<file path="config.mk">
export PLATFORM = sky130hd
export DESIGN_NAME = lic_enable_gate
export DESIGN_NICKNAME = d
export VERILOG_FILES = /design/src/rtl/lic_enable_gate.sv
export SDC_FILE = /design/constraint.sdc
export NUM_CORES = 1
export LEC_CHECK = 0
export ABC_CLOCK_PERIOD_IN_PS = 4450
export CAP_MARGIN = 10
export CORE_MARGIN = 2
export CORE_UTILIZATION = 70
export CTS_BUF_LIST = sky130_fd_sc_hd__clkbuf_2
export DETAILED_ROUTE_END_ITERATION = 10
export DONT_BUFFER_PORTS = 1
export GPL_ROUTABILITY_DRIVEN = 0
export PLACE_DENSITY = 0.91
export SYNTH_ARGS = -nofsm -noshare
export SYNTH_HDL_FRONTEND = slang
export SYNTH_SLANG_ARGS = --single-unit
</file>
<file path="constraint.sdc">
create_clock -name clk -period 4.45 [get_ports clk]
set_clock_uncertainty 0.15 [all_clocks]
set_input_delay 0.89 -clock clk [delete_from_list [all_inputs] [get_ports clk]]
set_output_delay 0.89 -clock clk [all_outputs]
set_load 0.03 [all_outputs]
</file>
<file path="src/rtl/lic_enable_gate.sv">
module lic_enable_gate #(
  parameter bit STICKY_DISABLE = 1'b0,
  parameter int VEC_W          = 8,
  parameter int DATA_W         = 32
) (
  input  logic              clk,
  input  logic              rst_n,
  input  logic              boot_strap,
  input  logic              wr_en,
  input  logic [2:0]        addr,
  input  logic [DATA_W-1:0] wr_data,
  output logic [DATA_W-1:0] rd_data,
  input  logic [5:0]        src_req,
  output logic [5:0]        fwd_req,
  output logic              feature_present
);
  localparam int NSRC     = 6;
  localparam int GE_BIT   = 11;
  localparam int BSP_BIT  = 8;
  localparam int SWEN_BIT = 8;
  localparam int MASK_BIT = 16;
  localparam logic [NSRC-1:0] KEEP = STICKY_DISABLE ? 6'b011000 : 6'b000000;

  logic                 gen, bsp, swen;
  logic [VEC_W-1:0]     svec;
  logic [NSRC-1:0]      mask;
  logic [VEC_W-1:0]     vec [NSRC];
  logic [NSRC-1:0]      live;

  assign live            = {NSRC{gen}} | KEEP;
  assign feature_present = gen;
  assign fwd_req = src_req & ~mask & ({NSRC{gen & swen}} | (KEEP & {NSRC{~gen}}));

  always_ff @(posedge clk) begin
    if (!rst_n) begin
      gen  <= 1'b1;
      bsp  <= boot_strap;
      swen <= 1'b0;
      svec <= '0;
      mask <= '1;
      for (int i = 0; i < NSRC; i++) vec[i] <= '0;
    end else if (wr_en) begin
      if (addr == 3'd0) begin
        if (gen && !wr_data[GE_BIT]) begin
          gen  <= 1'b0;
          swen <= 1'b0;
          svec <= '0;
          mask <= '1;
          for (int i = 0; i < NSRC; i++) vec[i] <= '0;
        end else if (wr_data[GE_BIT] && !STICKY_DISABLE) begin
          gen <= 1'b1;
        end
      end else if (addr == 3'd1) begin
        if (gen) begin
          swen <= wr_data[SWEN_BIT];
          svec <= wr_data[VEC_W-1:0];
          if (!wr_data[SWEN_BIT]) mask <= '1;
        end
      end else begin
        for (int i = 0; i < NSRC; i++) begin
          if (addr == 3'(i + 2) && live[i]) begin
            vec[i]  <= wr_data[VEC_W-1:0];
            mask[i] <= wr_data[MASK_BIT] | (gen & ~swen);
          end
        end
      end
    end
  end

  always_comb begin
    rd_data = '0;
    if (addr == 3'd0) begin
      rd_data[GE_BIT]  = gen;
      rd_data[BSP_BIT] = bsp;
    end else if (addr == 3'd1) begin
      if (gen) begin
        rd_data[SWEN_BIT]  = swen;
        rd_data[VEC_W-1:0] = svec;
      end
    end else begin
      for (int i = 0; i < NSRC; i++) begin
        if (addr == 3'(i + 2) && live[i]) begin
          rd_data[MASK_BIT]  = mask[i];
          rd_data[VEC_W-1:0] = vec[i];
        end
      end
    end
  end

  a_r8_masks_while_sw_off: assert property (@(posedge clk) disable iff (!rst_n)
    (gen && !swen) |-> (&mask));
  a_r9_no_fwd_when_sw_off: assert property (@(posedge clk) disable iff (!rst_n)
    (gen && (|fwd_req)) |-> swen);
  a_r9_fwd_needs_req: assert property (@(posedge clk) disable iff (!rst_n)
    (fwd_req & ~src_req) == '0);
  a_r6_clear_restores: assert property (@(posedge clk) disable iff (!rst_n)
    $fell(gen) |-> (!swen && (&mask) && svec == '0));

  generate
    if (STICKY_DISABLE) begin : g_sticky
      a_r5_stays_off: assert property (@(posedge clk) disable iff (!rst_n)
        !gen |=> !gen);
    end else begin : g_free
      a_r10_none_live_off: assert property (@(posedge clk) disable iff (!rst_n)
        !gen |-> (fwd_req == '0));
    end
  endgenerate
endmodule

</file>
Word level (Yosys, flattened, before mapping)
Memory sizes are Yosys's and may differ from the RTL's.
Index checks and enable logic that the tools add are counted.
- equality and inequality tests: 10
- muxes and demuxes: 95
- bitwise gates (word level): 19
- reduce and logical (&&, ||, !) cells: 26
- operators by type and width (operator ; count):
    $mux W8 ; 24
    $mux W1 ; 65
    $mux W6 ; 5
    $reduce_and A5 Y1 ; 6
    $reduce_bool A3 Y1 ; 6
    $or A1 B1 Y1 ; 13
    $and A6 B6 Y6 ; 2
    $eq A3 B3 Y1 const B ; 4
    $mux W9 ; 1
    $logic_and A1 B1 Y1 ; 7
    $eq A3 B2 Y1 const B ; 2
    $ne A3 B3 Y1 const B ; 2
    $not A6 Y6 ; 1
    $reduce_bool A2 Y1 ; 3
    $reduce_and A4 Y1 ; 1
    $eq A3 B1 Y1 const B ; 1
    $logic_not A3 Y1 ; 1
    $reduce_and A3 Y1 ; 1
    $and A1 B1 Y1 ; 2
    $ne A2 B2 Y1 const B ; 1
    $logic_not A1 Y1 ; 1
    $not A1 Y1 ; 1
- register bits after elaboration: 17
- memory bits (writable): 48
- input bits: 45
- output and inout bits: 39
- word-level logic and storage cells: 161
- memories: 1
- memory list (memory ; depth ; bits a word ; read ports ; clocked after Yosys merged registers in ; write ports ; line ; text):
    vec ; 6 ; 8 ; 6 ; 0 ; 6 ; 27 ; logic [VEC_W-1:0] vec [NSRC];

Longest topological paths before layout
Gate-level depths: netlist of the first run.
- depth in word-level cells: 10
- gate-level depth with buffers: 7
- mapped depth without buffers: 4

Least setup slack after synthesis of the first run
Ideal clock, no wire load.
- path type: input to output
- start: in addr[0]
- end: out rd_data[8]
- arrival time: 2.148 ns
- slack: 1.262 ns
- cell stages on the path: 5
- cells stage by stage: buf_2 buf_4 buf_2 a31oi_1 nor3_1
- longest elaborated chain between the ends: 3
- RTL lines (item ; line ; text):
    start: declaration ; 10 ; input logic [2:0] addr,
    $eq A3 B1 Y1 ; 75 ; end else if (addr == 3'd1) begin
    $mux W1 ; 75 ;
    $mux W1 * ; 72 ; if (addr == 3'd0) begin
    end: declaration ; 12 ; output logic [DATA_W-1:0] rd_data,
Every way passes the cells marked *; elsewhere a longest branch is shown, timed or not.

Final worst setup path of the first run
- start: reg gen, in the netlist feature_present
- end: out rd_data[1]
- longest elaborated chain between the ends: 9
- RTL lines (item ; line ; text):
    start: declaration ; 24 ; logic gen, bsp, swen;
    start signal: assignment ; 36 ; gen <= 1'b1;
    start signal: assignment ; 45 ; gen <= 1'b0;
    start signal: assignment ; 51 ; gen <= 1'b1;
    $logic_and A1 B1 Y1 ; 82 ; if (addr == 3'(i + 2) && live[i]) begin
    $mux W8 (6 in series) ; 82 ;
    $mux W8 * ; 75 ;
    $mux W8 * ; 72 ;
Marked as above.

==> results of run 1 <==
-- through the flow --
stage | setup slack (ns) | hold WS, ns | instances | instance area [um^2] | utilization (%)
6_report | 0.683 | 0.293 | 386 | 3500 | 74.0
5_1_grt | 0.547 | 0.273 | 386 | 3500 | 74.0
2_1_floorplan | 1.26 | 0.282 | 340 | 3520 | -
3_5_place_dp | 1.24 | 0.294 | 370 | 3370 | 71.3
3_3_place_gp | 1.27 | 0.288 | 370 | 3370 | 71.3
4_1_cts | 0.669 | 0.277 | 386 | 3500 | 74.0
-- cell type report --
class	instances	area, um^2
clock buffers	9	45.0
clock inverters	7	85.1
fillers	334	1230
inverters	8	30.0
multi-input cells	230	1460
flip-flops and latches	65	1790
well taps	67	83.8
-- sequential cells by signal, summed over array words and instances (netlist names) --
| signal | count |
|---|---|
| mask | 6 |
| svec | 8 |
| bsp | 1 |
| vec | 48 |
| feature_present | 1 |
| swen | 1 |
-- worst max path at each step --
stage                     slack [ns]  depth (start not counted)    endpoint             from
after CTS                       0.67                          4  rd_data[1]  feature_present
after global routing            0.55                          4  rd_data[3]  feature_present
after floorplan                 1.26                          5  rd_data[8]          addr[0]
after detailed placement        1.24                          4  rd_data[1]  feature_present
final                           0.68                          4  rd_data[1]  feature_present
after global placement          1.27                          4  rd_data[6]  feature_present
-- power by group through the flow --
stage | combinational [W] | clock (W) | sequential [W]
after floorplan | 0.000136 | 0 | 0.000695
after global placement | 0.000125 | 0 | 0.000698
after detailed placement | 0.000128 | 0 | 0.000699
after CTS | 0.000128 | 0.000390 | 0.000686
after global routing | 0.000139 | 0.000418 | 0.000689
final | 0.000129 | 0.000389 | 0.000686
-- logic make-up (layout without fill, tap and decap cells) --
| family | count (synthesis) | in the layout | synth area share (%) |
|---|---|---|---|
| AOI/OAI and AO/OA | 51 | 51 | 10.2 |
| buffers and inverters | 45 | 24 | 7.64 |
| DFF | 65 | 65 | 52.1 |
| muxes | 24 | 24 | 7.56 |
| other | 1 | 21 | 0.109 |
| and+or+nand+nor | 134 | 134 | 22.4 |
-- per-layer routing --
layer | share of wire, % | vias to the layer above | routed length [um]
li1 | - | 1110 | -
met1 | 37 | 1130 | 2660
met2 | 51 | 135 | 3700
met3 | 9.3 | 23 | 672
met4 | 2.5 | 0 | 181
met5 | 0 | - | 0
-- layout by cell type (no fill, tap or decap), types with 4 or more instances in the layout --
cell type,n
and2_1,49
edfxtp_1,49
conb_1,21
nand2_1,18
mux2i_1,17
nand3_1,16
dfxtp_1,16
nor2_1,11
a21oi_1,11
nand2b_1,9
clkbuf_2,9
nor2b_1,6
mux2_2,6
o22ai_1,6
a221o_1,6
nor3b_1,6
o21ai_1,6
inv_1,5
nor3_1,4
-- worst register-to-register path, delay by kind of cell, from the launching register on --
kind	cells	cell delay [ns]
simple gates	3	1.47
flops	1	0.90
==> flow_metrics.tcl, run 1 <==
set metrics [dict create \
    status "completed" \
    wire_per_inst_um 18.7 \
    hold_viol_final 0 \
    drc 0 \
    worst_ep_arrival_time_ns 2.73 \
    setup_tns_ns 0 \
    power.total_w 0.00120 \
    path_clk_slew_ns 0.19 \
    busiest_layer "met2" \
    synthArstFlopShare_pct 0 \
    ys_ff_latch 65 \
    synth_area_leaders "edfxtp_1 43%, dfxtp_1 9.3%, and2_1 8.9%" \
    path_buf_inv 0 \
    fin_crit_sh_pct 84.7 \
    netlist_area_um2 3440 \
    path_class "register to output pin" \
    cp-start-kind "register" \
    die_h_um 74.1 \
    fmax_mhz 265 \
    grt_use_met2_pct 47.9 \
    insertion_delay_ns 0.51 \
    p_sw_share_pct 25.9 \
    yosys.area.top_type "edfxtp_1" \
    p_comb_share_pct 10.7 \
    num_rows 25 \
    crit_family "flip-flops" \
    ioPinCount 84 \
    endpoint_kind "output pin" \
    power.density_nw_per_um2 344 \
    synth_cell_type_count 50 \
    cts_buffer_depth 2 \
    post-cts-setup-buffers 0 \
    synth_edf_count 49 \
    grt_pass1_vias 2240 \
    crit_fanout 18 \
    htreeDepth 3 \
    synth_cells 320 \
    antenna_cells 0 \
    min_from "addr[1]" \
    dr.first_iter.drc_count 265 \
    avgSynthCellArea_um2 10.8 \
    maxSlewHeadroom_pct 35.5 \
    cts_made_buffers 9 \
    grt_pass1_wl_um 11300 \
    r2r_slack_ns 1.61 \
    synthTopCellsByCount "49 x and2_1, 49 x edfxtp_1, 22 x buf_4, 18 x nand2_1, 17 x mux2i_1" \
    die_x_um 74.1 \
    yosysTopAreaCellShare_pct 42.8 \
    ys_warn_count 0 \
    r2r-start "feature_present" \
    via_per_inst 6.21 \
    drv_slew 0 \
    setup_viol 0 \
    worst_pin_slew_ns 0.965 \
    cts_tree "built" \
    required_ns 3.41 \
    port_buffers 0 \
    grt_overflow 0 \
    ant_nets 0 \
    ys.flop_type "edfxtp_1" \
    holdPathEnd "mask[4]" \
    fin_nets 359 \
    seqPwrFrac_pct 57.0 \
    hold_buffers 0 \
    holdPathStages 1 \
    die-area_um2 5490 \
    r2r-end "vec[1][6]" \
    dr_total_vias 2398 \
    grtUsageTotal_pct 29.1 \
    core_area_um2 4720 \
    reg2regPathDepth 3 \
    worst_hold_path_type "input port to register" \
    syn_to_final_growth_pct 1.64 \
    ys_seq_area_share_pct 52.1 \
    cts_sinks 65 \
    path_cells "nand2b_1 -> or2_1 -> o22ai_1 -> a221o_1" \
    p_leak_nw 1.31 \
    rsz0062_at_grt "false" \
    peakVddDrop_uv 319 \
    met3_usage_pct 8.13 \
    critPathMaxStageDelay_ns 0.90 \
    cp_slowest_cell "dfxtp_1" \
    antenna_found_initial 0 \
    initial_core_util_pct 72.8 \
    cts_resized 0 \
    cts-root-buf "clkbuf_2" \
    layout-drive-gt1-share_pct 8.46 \
    wl_um 7210 \
    switchingPower_w 0.000312 \
    dp_hpwl_um 4900 \
    internal_power_w 0.000892 \
    cap_violations 0 \
    met1_usage_pct 36.5 \
    fin_crit_ns 3.77 \
    clkPwrFrac_pct 32.3 \
    grt_max_degree 47 \
    first_pass_iters 5 \
]
(Power assumes the default switching activity.)
==> run 2, diff against run 1 <==
==> config.mk (replaced) <==
export PLATFORM = sky130hd
export DESIGN_NAME = lic_enable_gate
export DESIGN_NICKNAME = d
export VERILOG_FILES = /design/src/rtl/lic_enable_gate.sv
export SDC_FILE = /design/constraint.sdc
export NUM_CORES = 1
export LEC_CHECK = 0
export ABC_CLOCK_PERIOD_IN_PS = 3450
export CAP_MARGIN = 10
export CORE_MARGIN = 2
export CORE_UTILIZATION = 59
export CTS_BUF_LIST = sky130_fd_sc_hd__clkbuf_2
export DETAILED_ROUTE_END_ITERATION = 10
export DONT_BUFFER_PORTS = 1
export GPL_ROUTABILITY_DRIVEN = 0
export PLACE_DENSITY = 0.83
export SYNTH_ARGS = -nofsm -noshare
export SYNTH_HDL_FRONTEND = slang
export SYNTH_SLANG_ARGS = --single-unit
==> constraint.sdc (replaced) <==
create_clock -name clk -period 3.45 [get_ports clk]
set_clock_uncertainty 0.15 [all_clocks]
set_input_delay 0.69 -clock clk [delete_from_list [all_inputs] [get_ports clk]]
set_output_delay 0.69 -clock clk [all_outputs]
set_load 0.03 [all_outputs]
==> run 2 against run 1 <==
Final area rose by 2.3%. Clock-buffer cell count rose by 4. Setup slack worse by 0.18 ns. Register-to-register slack lost 0.59 ns. Critical path depth is the same.
==> flow_metrics.tcl, run 2 (synthesized netlist as in run 1, its figures left out) <==
set metrics [dict create \
    status "completed" \
    first_pass_iters 5 \
    ioPinCount 84 \
    path_clk_slew_ns 0.18 \
    endpoint_kind "output pin" \
    die-area_um2 6460 \
    drv_slew 0 \
    wl_um 6980 \
    fin_crit_ns 2.95 \
    drc 0 \
    num_rows 27 \
    cp-start-kind "register" \
    worst_pin_slew_ns 0.746 \
    initial_core_util_pct 61.7 \
    grt_overflow 0 \
    fin_crit_sh_pct 85.5 \
    cts-root-buf "clkbuf_2" \
    dr.first_iter.drc_count 145 \
    antenna_found_initial 0 \
    rsz0062_at_grt "false" \
    cts_buffer_depth 2 \
    grt_pass1_vias 2221 \
    power.total_w 0.00155 \
    ant_nets 0 \
    p_leak_nw 1.38 \
    hold_viol_final 0 \
    grtUsageTotal_pct 23.9 \
    path_class "register to output pin" \
    grt_max_degree 47 \
    top_regs "vec: 48 flops, svec: 8 flops, mask: 6 flops" \
    mostFrequentLayoutCells "49 x and2_1, 49 x edfxtp_1, 21 x conb_1, 18 x nand2_1, 17 x mux2i_1" \
    die_x_um 80.4 \
    fin_nets 369 \
    largest_register_ffs 48 \
    fmax_mhz 339 \
    htreeDepth 3 \
    peakVddDrop_uv 254 \
    required_ns 2.61 \
    hold_buffers 0 \
    cap_violations 0 \
    cts_resized 0 \
    setup_tns_ns 0 \
    cts_tree "built" \
    wire_per_inst_um 17.4 \
    grt_pass1_wl_um 11100 \
    layout-drive-gt1-share_pct 11.9 \
    antenna_cells 0 \
    cts_sinks 65 \
    syn_to_final_growth_pct 4.00 \
    maxSlewHeadroom_pct 50.0 \
    dp_hpwl_um 4770 \
    post-cts-setup-buffers 0 \
    setup_viol 0 \
    power.density_nw_per_um2 434 \
    worst_hold_path_type "input port to register" \
    insertion_delay_ns 0.50 \
    worst_ep_arrival_time_ns 2.11 \
    cts_made_buffers 9 \
    core_area_um2 5570 \
    crit_fanout 17 \
    port_buffers 0 \
    dr_total_vias 2390 \
    top_register "vec" \
    die_h_um 80.4 \
    via_per_inst 5.96 \
]
==> run 2: changes by cell type in the layout (fill, tap and decap cells not counted), sizes merged <==
cell / delta
clkbuf: +4
clkinv: -3
buf: +10
clkinvlp: -1
==> run 2: worst paths after layout <==
check,startpoint,slack [ns],endpoint,cells after the start
worst max-delay path,feature_present,0.50,rd_data[4],4
worst min-delay path,addr[1],0.11,mask[4],1
worst max register to register,feature_present,1.02,vec[2][3],4
worst min register to register,svec[6],0.32,svec[6],2
==> run 2: layout make-up <==
type | instances | area [um^2]
inverters | 8 | 30.0
well taps | 72 | 90.1
repair buffers | 10 | 75.1
clock inverters | 3 | 65.1
multi-input cells | 230 | 1460
flip-flops and latches | 65 | 1790
clock buffers | 13 | 65.1
fillers | 428 | 2000
==> run 2: critical path: stages, from the launching register on <==
cell     delay, ns
dfxtp_1       0.37
buf_4         0.27
nand2_1       0.15
nor2_1        0.37
a221o_1       0.44
==> run 2: where the power goes <==
group          internal [W]  switching, W
combinational     0.0000473      0.000123
sequential         0.000872    0.00000932
clock              0.000252      0.000251
total               0.00117      0.000383
==> run 2: through the flow <==
step / hold WS, ns / utilization [%] / std cells / area, um^2 / setup slack (ns)
after global routing: 0.0791 / 64.2 / 401 / 3580 / 0.343
after CTS: 0.0927 / 64.2 / 401 / 3580 / 0.502
final: 0.113 / 64.2 / 401 / 3580 / 0.501
after floorplan: 0.282 / - / 340 / 3520 / 0.662
after detailed placement: 0.295 / 61.9 / 385 / 3450 / 0.753
after global placement: 0.288 / 61.9 / 385 / 3450 / 0.736
==> run 2: metal layers <==
| layer | GRT usage (%) | vias up | wire length [um] |
|---|---|---|---|
| met2 | 39.3 | 125 | 3530 |
| li1 | - | 1126 | - |
| met4 | 8.98 | 0 | 172 |
| met3 | 8.20 | 18 | 675 |
| met1 | 28.9 | 1121 | 2610 |
| met5 | 0 | - | 0 |
==> run 3, diff against run 2 <==
==> config.mk (replaced) <==
export PLATFORM = sky130hd
export DESIGN_NAME = lic_enable_gate
export DESIGN_NICKNAME = d
export VERILOG_FILES = /design/src/rtl/lic_enable_gate.sv
export SDC_FILE = /design/constraint.sdc
export NUM_CORES = 1
export LEC_CHECK = 0
export ABC_CLOCK_PERIOD_IN_PS = 3000
export CAP_MARGIN = 10
export CORE_MARGIN = 2
export CORE_UTILIZATION = 63
export CTS_CLUSTER_SIZE = 28
export DETAILED_ROUTE_END_ITERATION = 10
export DONT_BUFFER_PORTS = 1
export GPL_ROUTABILITY_DRIVEN = 0
export PLACE_DENSITY = 0.84
export SYNTH_ARGS = -nofsm -noshare
export SYNTH_HDL_FRONTEND = slang
export SYNTH_SLANG_ARGS = --single-unit
==> constraint.sdc (replaced) <==
create_clock -name clk -period 3 [get_ports clk]
set_clock_uncertainty 0.15 [all_clocks]
set_input_delay 0.6 -clock clk [delete_from_list [all_inputs] [get_ports clk]]
set_output_delay 0.6 -clock clk [all_outputs]
set_load 0.03 [all_outputs]
==> run 3 against run 2 <==
Via count increased by 0.13%. Sequential power is 16% higher. Routed wire length rose by 1.6%. Hold slack better by 0.069 ns. Global-route usage up 1.5 points. Critical path type unchanged. Clock-buffer cell count did not move. Non-clock buffer count stayed put.
==> flow_metrics.tcl, run 3 (synthesized netlist as in run 1, its figures left out) <==
set metrics [dict create \
    grt_max_degree 47 \
    p_leak_nw 1.38 \
    wl_um 7090 \
    cp_slowest_cell "dfxtp_1" \
    num_rows 26 \
    min_from "rst_n" \
    cts_tree "built" \
    antenna_cells 0 \
    power.total_w 0.00186 \
    cp-start-kind "register" \
    rsz0062_at_grt "false" \
    htreeDepth 3 \
    mostFrequentLayoutCells "49 x and2_1, 49 x edfxtp_1, 21 x conb_1, 18 x nand2_1, 17 x mux2i_1" \
    grt_overflow 0 \
    reg2regPathDepth 3 \
    top_register "vec" \
    drc 0 \
    status "completed" \
    die_h_um 77.9 \
    fin_crit_ns 2.68 \
    dp_hpwl_um 4900 \
    fillers 410 \
    hold_buffers 0 \
    endpoint_kind "output pin" \
    drv_slew 0 \
    core_area_um2 5200 \
    dr_total_vias 2393 \
    ant_nets 0 \
    initial_core_util_pct 66.1 \
    critPathMaxStageDelay_ns 0.43 \
    cts_sinks 65 \
    hold_viol_final 0 \
    path_clk_slew_ns 0.07 \
    ioPinCount 84 \
    r2r-start "feature_present" \
    die-area_um2 6070 \
    cts_buffer_depth 2 \
    cts_resized 0 \
    holdPathEnd "feature_present" \
    r2r_slack_ns 0.80 \
    regArea_um2 1790 \
    worst_pin_slew_ns 0.781 \
    antenna_found_initial 0 \
    cts_made_buffers 9 \
    worst_hold_path_type "input port to register" \
    path_cells "nand2b_1 -> or2_1 -> o22ai_1 -> a221o_1" \
    r2r-end "vec[2][0]" \
    path_class "register to output pin" \
    cts-root-buf "clkbuf_8" \
    required_ns 2.25 \
    largest_register_ffs 48 \
    syn_to_final_growth_pct 5.20 \
    fin_crit_sh_pct 89.2 \
    port_buffers 0 \
    holdPathStages 1 \
    fin_nets 369 \
    setup_viol 0 \
    finalNonFillerCells 399 \
    setup_tns_ns 0 \
    layout-drive-gt1-share_pct 11.2 \
    worst_ep_arrival_time_ns 1.93 \
    cap_violations 0 \
    multi_input_area_um2 1460 \
    grtUsageTotal_pct 25.3 \
    via_per_inst 6.00 \
    post-cts-setup-buffers 0 \
    crit_fanout 7 \
    placed_cells 383 \
    peakVddDrop_uv 391 \
    wire_per_inst_um 17.8 \
    power.density_nw_per_um2 514 \
    die_x_um 77.9 \
    dr.first_iter.drc_count 200 \
    first_pass_iters 4 \
    grt_pass1_vias 2315 \
    grt_pass1_wl_um 11400 \
    top_regs "vec: 48 flops, svec: 8 flops, mask: 6 flops" \
    fmax_mhz 374 \
    maxSlewHeadroom_pct 47.6 \
    insertion_delay_ns 0.34 \
]
## run 3: cell count changes in the layout (fill, tap and decap cells not counted), sizes merged
cell,change
bufinv,-2
clkinv,+2
## run 3: metrics by stage
step / worst slack, ns / area [um^2] / hold slack [ns] / util [%]
floorplan: 0.392 / 3520 / 0.282 / -
global placement: 0.472 / 3450 / 0.289 / 66.2
detailed placement: 0.466 / 3450 / 0.302 / 66.2
CTS: 0.327 / 3620 / 0.176 / 69.5
global route: 0.187 / 3620 / 0.175 / 69.5
finish: 0.323 / 3620 / 0.182 / 69.5
## run 3: layer usage
metal,vias up,track usage [%],routed length [um]
li1,1131,-,-
met1,1115,31.7,2690
met2,131,40.6,3540
met3,16,7.56,686
met4,0,11.6,179
met5,-,0,0
## run 3: final cells by class
| cell class | instances | share of cell area, % |
|---|---|---|
| inverter | 8 | 0.830 |
| tap | 70 | 2.42 |
| multi-input combinational | 230 | 40.4 |
| timing repair buffer | 10 | 2.07 |
| clock inverter | 3 | 0.415 |
| sequential | 65 | 49.5 |
| clock buffer | 13 | 4.39 |
## run 3: power by group
group | internal, W | total, W | switching [W] | leakage (nW)
sequential | 0.00100 | 0.00102 | 0.0000114 | 0.636
clock | 0.000341 | 0.000651 | 0.000309 | 0.0932
combinational | 0.0000544 | 0.000196 | 0.000141 | 0.654
total | 0.00140 | 0.00186 | 0.000462 | 1.38
## run 3: worst max-delay path by stage
stage | from | to | cells after the start
4_1_cts | feature_present | rd_data[3] | 4
2_1_floorplan | addr[0] | rd_data[8] | 5
6_report | feature_present | rd_data[3] | 4
3_5_place_dp | addr[2] | rd_data[3] | 4
5_1_grt | feature_present | rd_data[1] | 4
3_3_place_gp | addr[2] | rd_data[6] | 4
## run 3: critical path: cells and delay by family (launching register included)
kind            cells  cell delay [ns]
simple gates        2             0.53
compound gates      2             0.62
flops               1             0.43
